$ cat config.mk
export PLATFORM = sky130hd
export DESIGN_NAME = blk_lock_ctrl
export DESIGN_NICKNAME = d
export VERILOG_FILES = /design/src/rtl/blk_lock_pkg.sv /design/src/rtl/blk_lock_bounds.sv /design/src/rtl/blk_lock_store.sv /design/src/rtl/blk_lock_walker.sv /design/src/rtl/blk_lock_ctrl.sv
export SDC_FILE = /design/constraint.sdc
export NUM_CORES = 1
export LEC_CHECK = 0
export BUFFER_PORTS_ARGS = -buffer_cell sky130_fd_sc_hd__buf_2
export CORE_AREA = 2 2 134 97
export CTS_CLUSTER_SIZE = 16
export DETAILED_ROUTE_END_ITERATION = 6
export DIE_AREA = 0 0 136 99
export PLACE_DENSITY = 0.63
export SLEW_MARGIN = 10
export SYNTH_ARGS = -nofsm -noshare
export SYNTH_HDL_FRONTEND = slang
export SYNTH_HIERARCHICAL = 1
export SYNTH_SLANG_ARGS = --single-unit
$ cat constraint.sdc
create_clock -name clk -period 3.64 [get_ports clk]
set_input_delay 0 -clock clk [delete_from_list [all_inputs] [get_ports clk]]
set_output_delay 0 -clock clk [all_outputs]
set_load 0.01 [all_outputs]
$ cat src/rtl/blk_lock_pkg.sv
`timescale 1ns/1ps
package blk_lock_pkg;

  // One-hot protection states; the encodings are observable at the ports.
  typedef enum logic [2:0] {
    BS_TIGHT    = 3'b001,
    BS_LOCKED   = 3'b010,
    BS_UNLOCKED = 3'b100
  } blk_state_e;

  typedef enum logic [1:0] {
    OP_UNLOCK = 2'd0,
    OP_LOCK   = 2'd1,
    OP_TIGHT  = 2'd2
  } walk_op_e;

  localparam logic [7:0] CODE_UNLOCK_RANGE = 8'h23;
  localparam logic [7:0] CODE_UNLOCK_ALL   = 8'h27;
  localparam logic [7:0] CODE_LOCK_RANGE   = 8'h2a;
  localparam logic [7:0] CODE_TIGHT_RANGE  = 8'h2c;

endpackage

$ cat src/rtl/blk_lock_bounds.sv
`timescale 1ns/1ps
module blk_lock_bounds #(
  parameter int NUM_BLKS = 16,
  parameter int DATA_W   = 16,
  parameter int IDX_W    = 4
) (
  input  logic              clk,
  input  logic              rst_n,
  input  logic              wr_first,
  input  logic              wr_last,
  input  logic [DATA_W-1:0] wdata,
  output logic [IDX_W-1:0]  first_q,
  output logic [IDX_W-1:0]  last_q
);

  localparam logic [IDX_W-1:0] IDX_MASK = IDX_W'(NUM_BLKS - 1);

  logic [IDX_W-1:0] masked;
  logic [IDX_W-1:0] first_n;
  logic [IDX_W-1:0] last_n;
  logic             bound_en;
  logic             unused_hi;

  assign masked    = wdata[IDX_W-1:0] & IDX_MASK;
  assign unused_hi = ^wdata[DATA_W-1:IDX_W];
  assign bound_en  = wr_first | wr_last;

  always_comb begin
    first_n = first_q;
    last_n  = last_q;
    if (wr_first) begin
      first_n = masked;
      last_n  = masked;
    end
    if (wr_last) begin
      last_n = masked;
    end
  end

  always_ff @(posedge clk or negedge rst_n) begin
    if (!rst_n) begin
      first_q <= '0;
      last_q  <= '0;
    end else if (bound_en) begin
      first_q <= first_n;
      last_q  <= last_n;
    end
  end

  AST_FIRST_SETS_LAST: assert property (@(posedge clk) disable iff (!rst_n)
    wr_first |=> (first_q == last_q));

  AST_BOUNDS_HOLD: assert property (@(posedge clk) disable iff (!rst_n)
    !wr_first && !wr_last |=> $stable(first_q) && $stable(last_q));

endmodule

$ cat src/rtl/blk_lock_store.sv
`timescale 1ns/1ps
module blk_lock_store
  import blk_lock_pkg::*;
#(
  parameter int NUM_BLKS = 16,
  parameter int IDX_W    = 4
) (
  input  logic             clk,
  input  logic             rst_n,
  input  logic             wr_en,
  input  logic [IDX_W-1:0] wr_idx,
  input  logic [2:0]       wr_state,
  input  logic [IDX_W-1:0] walk_idx,
  output logic [2:0]       walk_state,
  input  logic [IDX_W-1:0] qry_idx,
  output logic [2:0]       qry_state
);

  localparam int SLOTS = 1 << IDX_W;

  logic [2:0] state_q [NUM_BLKS];
  logic [2:0] padded  [SLOTS];

  for (genvar gi = 0; gi < SLOTS; gi++) begin : g_slot
    if (gi < NUM_BLKS) begin : g_real
      logic hit;
      assign hit = wr_en && (wr_idx == IDX_W'(gi));

      always_ff @(posedge clk or negedge rst_n) begin
        if (!rst_n) begin
          state_q[gi] <= BS_LOCKED;
        end else if (hit) begin
          state_q[gi] <= wr_state;
        end
      end

      assign padded[gi] = state_q[gi];

      AST_TIGHT_STICKS: assert property (@(posedge clk) disable iff (!rst_n)
        (state_q[gi] == BS_TIGHT) |=> (state_q[gi] == BS_TIGHT));

      AST_STATE_ONEHOT: assert property (@(posedge clk) disable iff (!rst_n)
        $countones(state_q[gi]) == 1);
    end else begin : g_pad
      assign padded[gi] = BS_LOCKED;
    end
  end

  assign walk_state = padded[walk_idx];
  assign qry_state  = padded[qry_idx];

  AST_WRITE_ONEHOT: assert property (@(posedge clk) disable iff (!rst_n)
    wr_en |-> ($countones(wr_state) == 1));

endmodule

$ cat src/rtl/blk_lock_walker.sv
`timescale 1ns/1ps
module blk_lock_walker
  import blk_lock_pkg::*;
#(
  parameter int NUM_BLKS = 16,
  parameter int IDX_W    = 4
) (
  input  logic             clk,
  input  logic             rst_n,
  input  logic             cmd_valid,
  input  logic [7:0]       cmd_code,
  input  logic [IDX_W-1:0] first_idx,
  input  logic [IDX_W-1:0] last_idx,
  input  logic [2:0]       rd_state,
  output logic [IDX_W-1:0] rd_idx,
  output logic             wr_en,
  output logic [IDX_W-1:0] wr_idx,
  output logic [2:0]       wr_state,
  output logic             busy,
  output logic             done,
  output logic             range_err,
  output logic [2:0]       wp_status
);

  localparam int CUR_W = IDX_W + 1;
  localparam logic [CUR_W-1:0] LAST_BLK  = CUR_W'(NUM_BLKS - 1);
  localparam logic [CUR_W-1:0] BLK_LIMIT = CUR_W'(NUM_BLKS);

  logic             busy_q, busy_n;
  logic             done_q, done_n;
  logic             err_q,  err_n;
  walk_op_e         op_q,   op_n;
  logic [CUR_W-1:0] cur_q,  cur_n;
  logic [CUR_W-1:0] end_q,  end_n;
  logic [2:0]       wp_q,   wp_n;

  logic             code_hit;
  logic             code_all;
  walk_op_e         code_op;
  logic             accept;
  logic             finish;
  logic             walk_en;

  // Command decode
  always_comb begin
    code_hit = 1'b1;
    code_all = 1'b0;
    code_op  = OP_UNLOCK;
    unique case (cmd_code)
      CODE_UNLOCK_RANGE: code_op = OP_UNLOCK;
      CODE_UNLOCK_ALL: begin
        code_op  = OP_UNLOCK;
        code_all = 1'b1;
      end
      CODE_LOCK_RANGE:   code_op = OP_LOCK;
      CODE_TIGHT_RANGE:  code_op = OP_TIGHT;
      default:           code_hit = 1'b0;
    endcase
  end

  assign accept  = !busy_q && cmd_valid && code_hit;
  assign walk_en = busy_q || accept;

  // Next-state logic
  always_comb begin
    busy_n   = busy_q;
    op_n     = op_q;
    cur_n    = cur_q;
    end_n    = end_q;
    wp_n     = wp_q;
    err_n    = 1'b0;
    finish   = 1'b0;
    wr_en    = 1'b0;
    wr_state = BS_LOCKED;
    if (!busy_q) begin
      if (accept) begin
        busy_n = 1'b1;
        op_n   = code_op;
        cur_n  = code_all ? '0 : {1'b0, first_idx};
        end_n  = code_all ? LAST_BLK : {1'b0, last_idx};
      end
    end else if (cur_q > end_q) begin
      finish = 1'b1;
    end else if (cur_q >= BLK_LIMIT) begin
      finish = 1'b1;
      err_n  = 1'b1;
    end else begin
      if (op_q == OP_TIGHT) begin
        if (rd_state != BS_UNLOCKED) begin
          wr_en    = 1'b1;
          wr_state = BS_TIGHT;
        end
        cur_n = cur_q + CUR_W'(1);
      end else if (rd_state == BS_TIGHT) begin
        finish = 1'b1;
      end else begin
        wr_en    = 1'b1;
        wr_state = (op_q == OP_LOCK) ? BS_LOCKED : BS_UNLOCKED;
        cur_n    = cur_q + CUR_W'(1);
      end
    end
    if (finish) begin
      busy_n = 1'b0;
    end
    if (wr_en) begin
      wp_n = wr_state;
    end
    done_n = finish;
  end

  // Registers
  always_ff @(posedge clk or negedge rst_n) begin
    if (!rst_n) begin
      busy_q <= 1'b0;
      done_q <= 1'b0;
      err_q  <= 1'b0;
      wp_q   <= BS_LOCKED;
    end else begin
      busy_q <= busy_n;
      done_q <= done_n;
      err_q  <= err_n;
      wp_q   <= wp_n;
    end
  end

  always_ff @(posedge clk or negedge rst_n) begin
    if (!rst_n) begin
      op_q  <= OP_UNLOCK;
      cur_q <= '0;
      end_q <= '0;
    end else if (walk_en) begin
      op_q  <= op_n;
      cur_q <= cur_n;
      end_q <= end_n;
    end
  end

  assign rd_idx    = cur_q[IDX_W-1:0];
  assign wr_idx    = cur_q[IDX_W-1:0];
  assign busy      = busy_q;
  assign done      = done_q;
  assign range_err = err_q;
  assign wp_status = wp_q;

  AST_WRITE_ONLY_BUSY: assert property (@(posedge clk) disable iff (!rst_n)
    wr_en |-> busy_q);

  AST_DONE_SINGLE: assert property (@(posedge clk) disable iff (!rst_n)
    done_q |=> !done_q);

  AST_DONE_ENDS_WALK: assert property (@(posedge clk) disable iff (!rst_n)
    done_q |-> (!busy_q && $past(busy_q)));

  AST_WP_FOLLOWS_WRITE: assert property (@(posedge clk) disable iff (!rst_n)
    wr_en |=> (wp_q == $past(wr_state)));

  AST_CURSOR_IN_RANGE: assert property (@(posedge clk) disable iff (!rst_n)
    (busy_q && (cur_q <= end_q)) |-> (cur_q < BLK_LIMIT));

  AST_ERR_WITH_DONE: assert property (@(posedge clk) disable iff (!rst_n)
    err_q |-> done_q);

  AST_BUSY_IGNORES_CMD: assert property (@(posedge clk) disable iff (!rst_n)
    (busy_q && !finish) |=> (busy_q && $stable(op_q)));

endmodule

$ cat src/rtl/blk_lock_ctrl.sv
`timescale 1ns/1ps
module blk_lock_ctrl #(
  parameter int NUM_BLKS = 16,
  parameter int DATA_W   = 16,
  parameter int IDX_W    = $clog2(NUM_BLKS)
) (
  input  logic              clk,
  input  logic              rst_n,
  input  logic              reg_wr_start,
  input  logic              reg_wr_end,
  input  logic [DATA_W-1:0] reg_wdata,
  input  logic              cmd_valid,
  input  logic [7:0]        cmd_code,
  output logic [IDX_W-1:0]  start_blk,
  output logic [IDX_W-1:0]  end_blk,
  output logic              busy,
  output logic              done,
  output logic              cmd_err,
  output logic [2:0]        wp_status,
  input  logic [IDX_W-1:0]  query_blk,
  output logic [2:0]        query_state
);

  logic [IDX_W-1:0] walk_idx;
  logic [2:0]       walk_state;
  logic             st_wr_en;
  logic [IDX_W-1:0] st_wr_idx;
  logic [2:0]       st_wr_state;

  blk_lock_bounds #(
    .NUM_BLKS (NUM_BLKS),
    .DATA_W   (DATA_W),
    .IDX_W    (IDX_W)
  ) i_bounds (
    .clk      (clk),
    .rst_n    (rst_n),
    .wr_first (reg_wr_start),
    .wr_last  (reg_wr_end),
    .wdata    (reg_wdata),
    .first_q  (start_blk),
    .last_q   (end_blk)
  );

  blk_lock_store #(
    .NUM_BLKS (NUM_BLKS),
    .IDX_W    (IDX_W)
  ) i_store (
    .clk        (clk),
    .rst_n      (rst_n),
    .wr_en      (st_wr_en),
    .wr_idx     (st_wr_idx),
    .wr_state   (st_wr_state),
    .walk_idx   (walk_idx),
    .walk_state (walk_state),
    .qry_idx    (query_blk),
    .qry_state  (query_state)
  );

  blk_lock_walker #(
    .NUM_BLKS (NUM_BLKS),
    .IDX_W    (IDX_W)
  ) i_walker (
    .clk       (clk),
    .rst_n     (rst_n),
    .cmd_valid (cmd_valid),
    .cmd_code  (cmd_code),
    .first_idx (start_blk),
    .last_idx  (end_blk),
    .rd_state  (walk_state),
    .rd_idx    (walk_idx),
    .wr_en     (st_wr_en),
    .wr_idx    (st_wr_idx),
    .wr_state  (st_wr_state),
    .busy      (busy),
    .done      (done),
    .range_err (cmd_err),
    .wp_status (wp_status)
  );

  AST_WP_MATCHES_BLOCK: assert property (@(posedge clk) disable iff (!rst_n)
    st_wr_en |=> (wp_status == $past(st_wr_state)));

endmodule

======== Word-level counts from Yosys, hierarchy flattened ========
Cells that the tools add are included.
storage, ports and cells
  logic and storage cells ................. 131
  register bits after elaboration ......... 74
  output and inout bits ................... 17
  input port bits ......................... 33
operators by class
  equality and inequality tests ........... 26
  add/sub/neg operators ................... 1
  reductions and logical operators ........ 28
  order comparisons ....................... 4
  bitwise gates (word level) .............. 4
  multiplexer cells ....................... 43
operator list
  kind                 count
  $eq 4x4->1 const B   8
  $eq 8x6->1 const B   4
  $mux 3               10
  $mux 5               6
  $bmux 3 s4           2
  $mux 1               19
  $logic_and 1x1->1    18
  $eq 4x3->1 const B   4
  $mux 4               4
  $ge 5x5->1 const B   3
  $not 4->5            2
  $eq 4x2->1 const B   2
  $ne 3x3->1 const B   2
  $add 5x1->5 const B  1
  $gt 5x5->1           1
  $reduce_and 5->1     1
  $eq 4x1->1 const B   1
  $logic_not 4->1      1
  $ne 2x2->1 const B   2
  $pmux 2 s2           1
  $reduce_and 2->1     2
  $reduce_bool 2->1    2
  $reduce_or 4->1      1
  $eq 3x1->1 const B   1
  other kinds (8)      8

======== Longest topological paths before layout ========
  depth in word-level cells ............... 11
  gate-level depth with buffers ........... 12
  depth with buffers taken out ............ 9

======== By module ========
The synthesis kept the hierarchy.
by module, submodules not included
  module           seq. area each (um^2)  cells each  times used  area an instance (um^2)
  blk_lock_store   1221.2                 181         1           2702.6
  blk_lock_walker  426.7                  127         1           1184.9
  blk_lock_bounds  200.2                  17          1           316.6

======== Worst setup path before layout ========
Ideal clock, no wire load.
  path kind ............................... reg-to-reg
  start ................................... register i_walker.cur_q[1]
  end ..................................... register i_store.state_q, in the netlist i_store/padded[36]
  path buffers ............................ 2
  library setup time ...................... 0.125 ns
  required time ........................... 3.515 ns
  setup slack ............................. 0.668 ns
  data arrival time ....................... 2.848 ns
  period minus slack after synthesis ...... 2.972 ns
  stages on the path, launching flop included .. 12
  cells stage by stage .................... dfrtp_1 > buf_4 > clkbuf_1 > mux4_2 > a22oi_1 > nand3_1 > nor3b_2 > nand2_1 > and4_1 > nor3b_1 > and2b_1 > mux2_2
between the ends
  cells in the longest elaborated chain, start to end .. 11
  elaborated cells on any way between the ends .. 22
  those cells by class .................... order compare: 2; eq/ne: 3; mux: 15; bitwise: 1; reduce/logical: 1
RTL lines
  element                                          line                                          RTL
  start: declaration                               blk_lock_walker.sv:33                         logic [CUR_W-1:0] cur_q, cur_n;
  start signal: assignment                         blk_lock_walker.sv:133                        cur_q <= cur_n;
  $not 4->5 (implied by the code) *                blk_lock_store.sv:49                          assign walk_state = padded[walk_idx];
  $bmux 3 s4 *                                     blk_lock_store.sv:49
  $mux 3 (implied by the code) * (2 in series)     blk_lock_store.sv:49
  via walk_state[0]                                blk_lock_ctrl.sv:25                           logic [2:0] walk_state;
  $eq 3x1->1 / $ne 3x3->1 (equally long branches)  blk_lock_walker.sv:94, blk_lock_walker.sv:89
  $mux 1 (on tied branches)                        blk_lock_walker.sv:94, blk_lock_walker.sv:89
  $mux 1 *                                         blk_lock_walker.sv:88                         if (op_q == OP_TIGHT) begin
  $mux 1 *                                         blk_lock_walker.sv:84                         end else if (cur_q >= BLK_LIMIT) begin
  $mux 1 *                                         blk_lock_walker.sv:82                         end else if (cur_q > end_q) begin
  $mux 1 *                                         blk_lock_walker.sv:75                         if (!busy_q) begin
  via st_wr_en                                     blk_lock_ctrl.sv:26                           logic st_wr_en;
  $logic_and 1x1->1 *                              blk_lock_store.sv:27                          assign hit = wr_en && (wr_idx == IDX_W'(gi));
  end signal: indexed assignment                   blk_lock_store.sv:33                          state_q[gi] <= wr_state;
  end: declaration                                 blk_lock_store.sv:21                          logic [2:0] state_q [NUM_BLKS];
Mark *: on every way through the listed nets, which the timed path passes. The rest lies on a longest branch. The select of a mux whose other input is x is not followed.
A chain may end at the register's enable or synchronous reset.

======== Final worst setup path ========
  start ................................... register i_walker.cur_q[1]
  end ..................................... register i_store.state_q, in the netlist i_store/padded[39]
Same word-level chain as after synthesis.

==> impl_metrics.toml <==
[outcome]
status = "finished, final reports clean"

[worst_setup_path]
arrival_ps = 3530
cp.required_ps = 3860
r2r_end = "i_store/padded[39]"
critPathKind = "reg2reg"
critPathMaxFanout = 15
cp-end-kind = "flop"
startpoint_type = "flop"
rrSetupSlack_ps = 330
reg2reg_depth = 11
r2r_start = "i_walker/cur_q[1]"

[placement]
port_buffers = 37
place_inst = 512
dp_hpwl_um = 6510
place_ws_ps = 353
gp_congestion = 0.913

[timing]
maxSlewHeadroom_pct = 44.9
setup_viol = 0
period_needed_ps = 3310
worst_pin_slew_ps = 827
hold_violations = 0
fin_crit_sh_pct = 90.9
finalMaxSlewViolations = 0
rsz0062_at_grt = "no"
setup_ws_ps = 332
fin_tns_setup_ps = 0
holdWs_ps = 26.7
fmax_ghz = 0.302
fin_skew_ps = 6.87

[layout]
drive_above_1_share_pct = 40.6
antennaDiodeCount = 0
nets = 406
fin_cells = 534
syn_to_final_growth_pct = 16.1

[clock_network]
htreeDepth = 3
cts_setup_buffers = 0
clock-root-buffer = "clkbuf_16"
cts_resized = 0
numCtsBuffers = 9
cts.clk_slew.worst_paths_ps = 60
clk_latency_ps = 340
clockBufferDepth = 2
cts_tree = "done"
ctsHoldBuffers = 6
cts.sink_count = 73

[synth]
synth_edf_count = 0
ys_top_cells_by_area = "dfrtp_1, mux2_2, dfstp_2"
yosys-top-cells-count = "dfrtp_1, mux2_2, nor2_1"
async_flop_share_pct = 100
synth-main-ff-cell = "dfrtp_1"
yosys.area.top_type = "dfrtp_1"
synth_cells = 325
yosys.area.top_type_share_pct = 33.3
synth_seq_cells = 73
synth.avg_cell_area_um2 = 12.9
yosysMostFrequentCell = "dfrtp_1"
yosys_warnings = 6
synth.net_count = 364
yosysSeqAreaShare_pct = 44.0
synth.cell_area_mm2 = 0.00420
synthDistinctLibCells = 54

[min_path]
min_from = "reg_wr_start"
hp-class = "in2reg"
holdPathEnd = "i_bounds/first_q[0]"
hold_depth = 2

[drt]
drcViolationCount = 0
finalWirelength_um = 9220
first_pass_iters = 4
drt_iter0_drc = 276
antenna_left = 0
wl_per_cell_um = 17.3
vias = 2790
viasPerCell = 5.22

[global_route]
grt_max_degree = 38
grt_pass1_vias = 2823
antenna_found_initial = 0
grt_pass1_wl_um = 15100
track_usage_pct = 14.8
grt_overflow = 0

[power]
power_density_mw_per_mm2 = 417
peakVddDrop_uv = 238
p_leak_nw = 2.28

[floorplanning]
die-area_mm2 = 0.0135
die_height_um = 99
ios = 50
start_util_pct = 34.6
die_w_um = 136
rows = 34
core_area_mm2 = 0.0122

[job]
maxCapViolations = 0
## metal layers
layer  vias up  share of wire (%)  track usage [%]  routed length [µm]
met5         -                  0                0                   0
met4         0                1.7             5.05                 155
met3        11                3.9             3.96                 361
met2        39                 43             21.2                3990
met1      1435                 51             21.7                4720
li1       1305                  -                -                   -
## critical path, stage by stage (launching register included)
cell and delay [ps]:
dfrtp_1 730, buf_4 290, mux4_2 320, a22oi_1 150
nand3_1 180, nor3b_2 270, nand2_1 100, and4_1 290
nor3b_1 180, buf_4 170, nand2b_1 150, mux2_2 360
## cells by family after synthesis
family	Yosys count	share of synthesized area [%]
other	1	0.0892
DFF	73	44.0
xor gates and xnor gates	2	0.417
AOI/OAI and AO/OA	33	6.19
muxes	84	30.8
and+or+nand+nor	99	12.9
buffers and inverters	27	3.78
adders and majority gates	6	1.79
## power breakdown
group | leakage, nW | internal, mW | switching (mW)
Clock | 0.140 | 0.535 | 0.337
Combinational | 1.23 | 0.123 | 0.143
Sequential | 0.914 | 0.846 | 0.0507
## sequential cells by signal, summed over array words and instances (netlist names)
register and count:
i_bounds/last_q 4, i_walker/cur_q 5, i_walker/range_err 1, i_walker/wp_status 3, i_walker/done 1, i_walker/op_q 2, i_bounds/first_q 4, i_walker/busy 1
i_walker/end_q 4, i_store/padded 48
## worst max-delay path by stage
stage,startpoint,to,slack [ps]
6_report,i_walker/cur_q[1],i_store/padded[39],330
3_3_place_gp,i_walker/cur_q[1],i_store/padded[42],400
5_1_grt,i_walker/cur_q[1],i_store/padded[47],150
4_1_cts,i_walker/cur_q[1],i_store/padded[42],340
2_1_floorplan,i_walker/cur_q[1],i_store/padded[36],670
3_5_place_dp,i_walker/cur_q[1],i_store/padded[42],350
## through the flow
| stage | power (mW) | utilization (%) | instance area [µm²] |
|---|---|---|---|
| global placement | 1.16 | 37.2 | 4520 |
| CTS | 2.05 | 40.1 | 4880 |
| floorplan | 1.09 | - | 4200 |
| global route | 2.13 | 40.1 | 4880 |
| finish | 2.03 | 40.1 | 4880 |
| detailed placement | 1.17 | 37.2 | 4520 |
## cell type report
type | instances | area, µm²
clock buffer | 11 | 233
clock inverter | 5 | 63.8
fill | 1138 | 7290
inverter | 9 | 33.8
multi-input combinational | 225 | 2200
sequential | 73 | 1850
tap | 162 | 203
timing repair buffer | 49 | 303
## cell usage in the layout (no fill, tap or decap), types with 3 or more instances in the layout
cell / Yosys / routed
dlygate4sd3_1: 0 / 6
mux2_4: 6 / 6
nor2b_1: 9 / 9
nand3b_1: 4 / 4
buf_4: 9 / 5
nor2_1: 23 / 23
ha_1: 6 / 6
mux4_2: 8 / 8
nand2b_1: 5 / 5
mux2_2: 51 / 51
nand3_1: 17 / 17
inv_1: 9 / 9
clkbuf_16: 0 / 9
nor3_1: 3 / 3
a22oi_1: 5 / 5
nand2_1: 19 / 19
a21oi_1: 9 / 9
nor3b_1: 3 / 3
dfrtp_1: 56 / 56
dfstp_2: 17 / 17
mux4_1: 16 / 16
buf_2: 1 / 37
or3_1: 3 / 3
(Power assumes the default switching activity.)
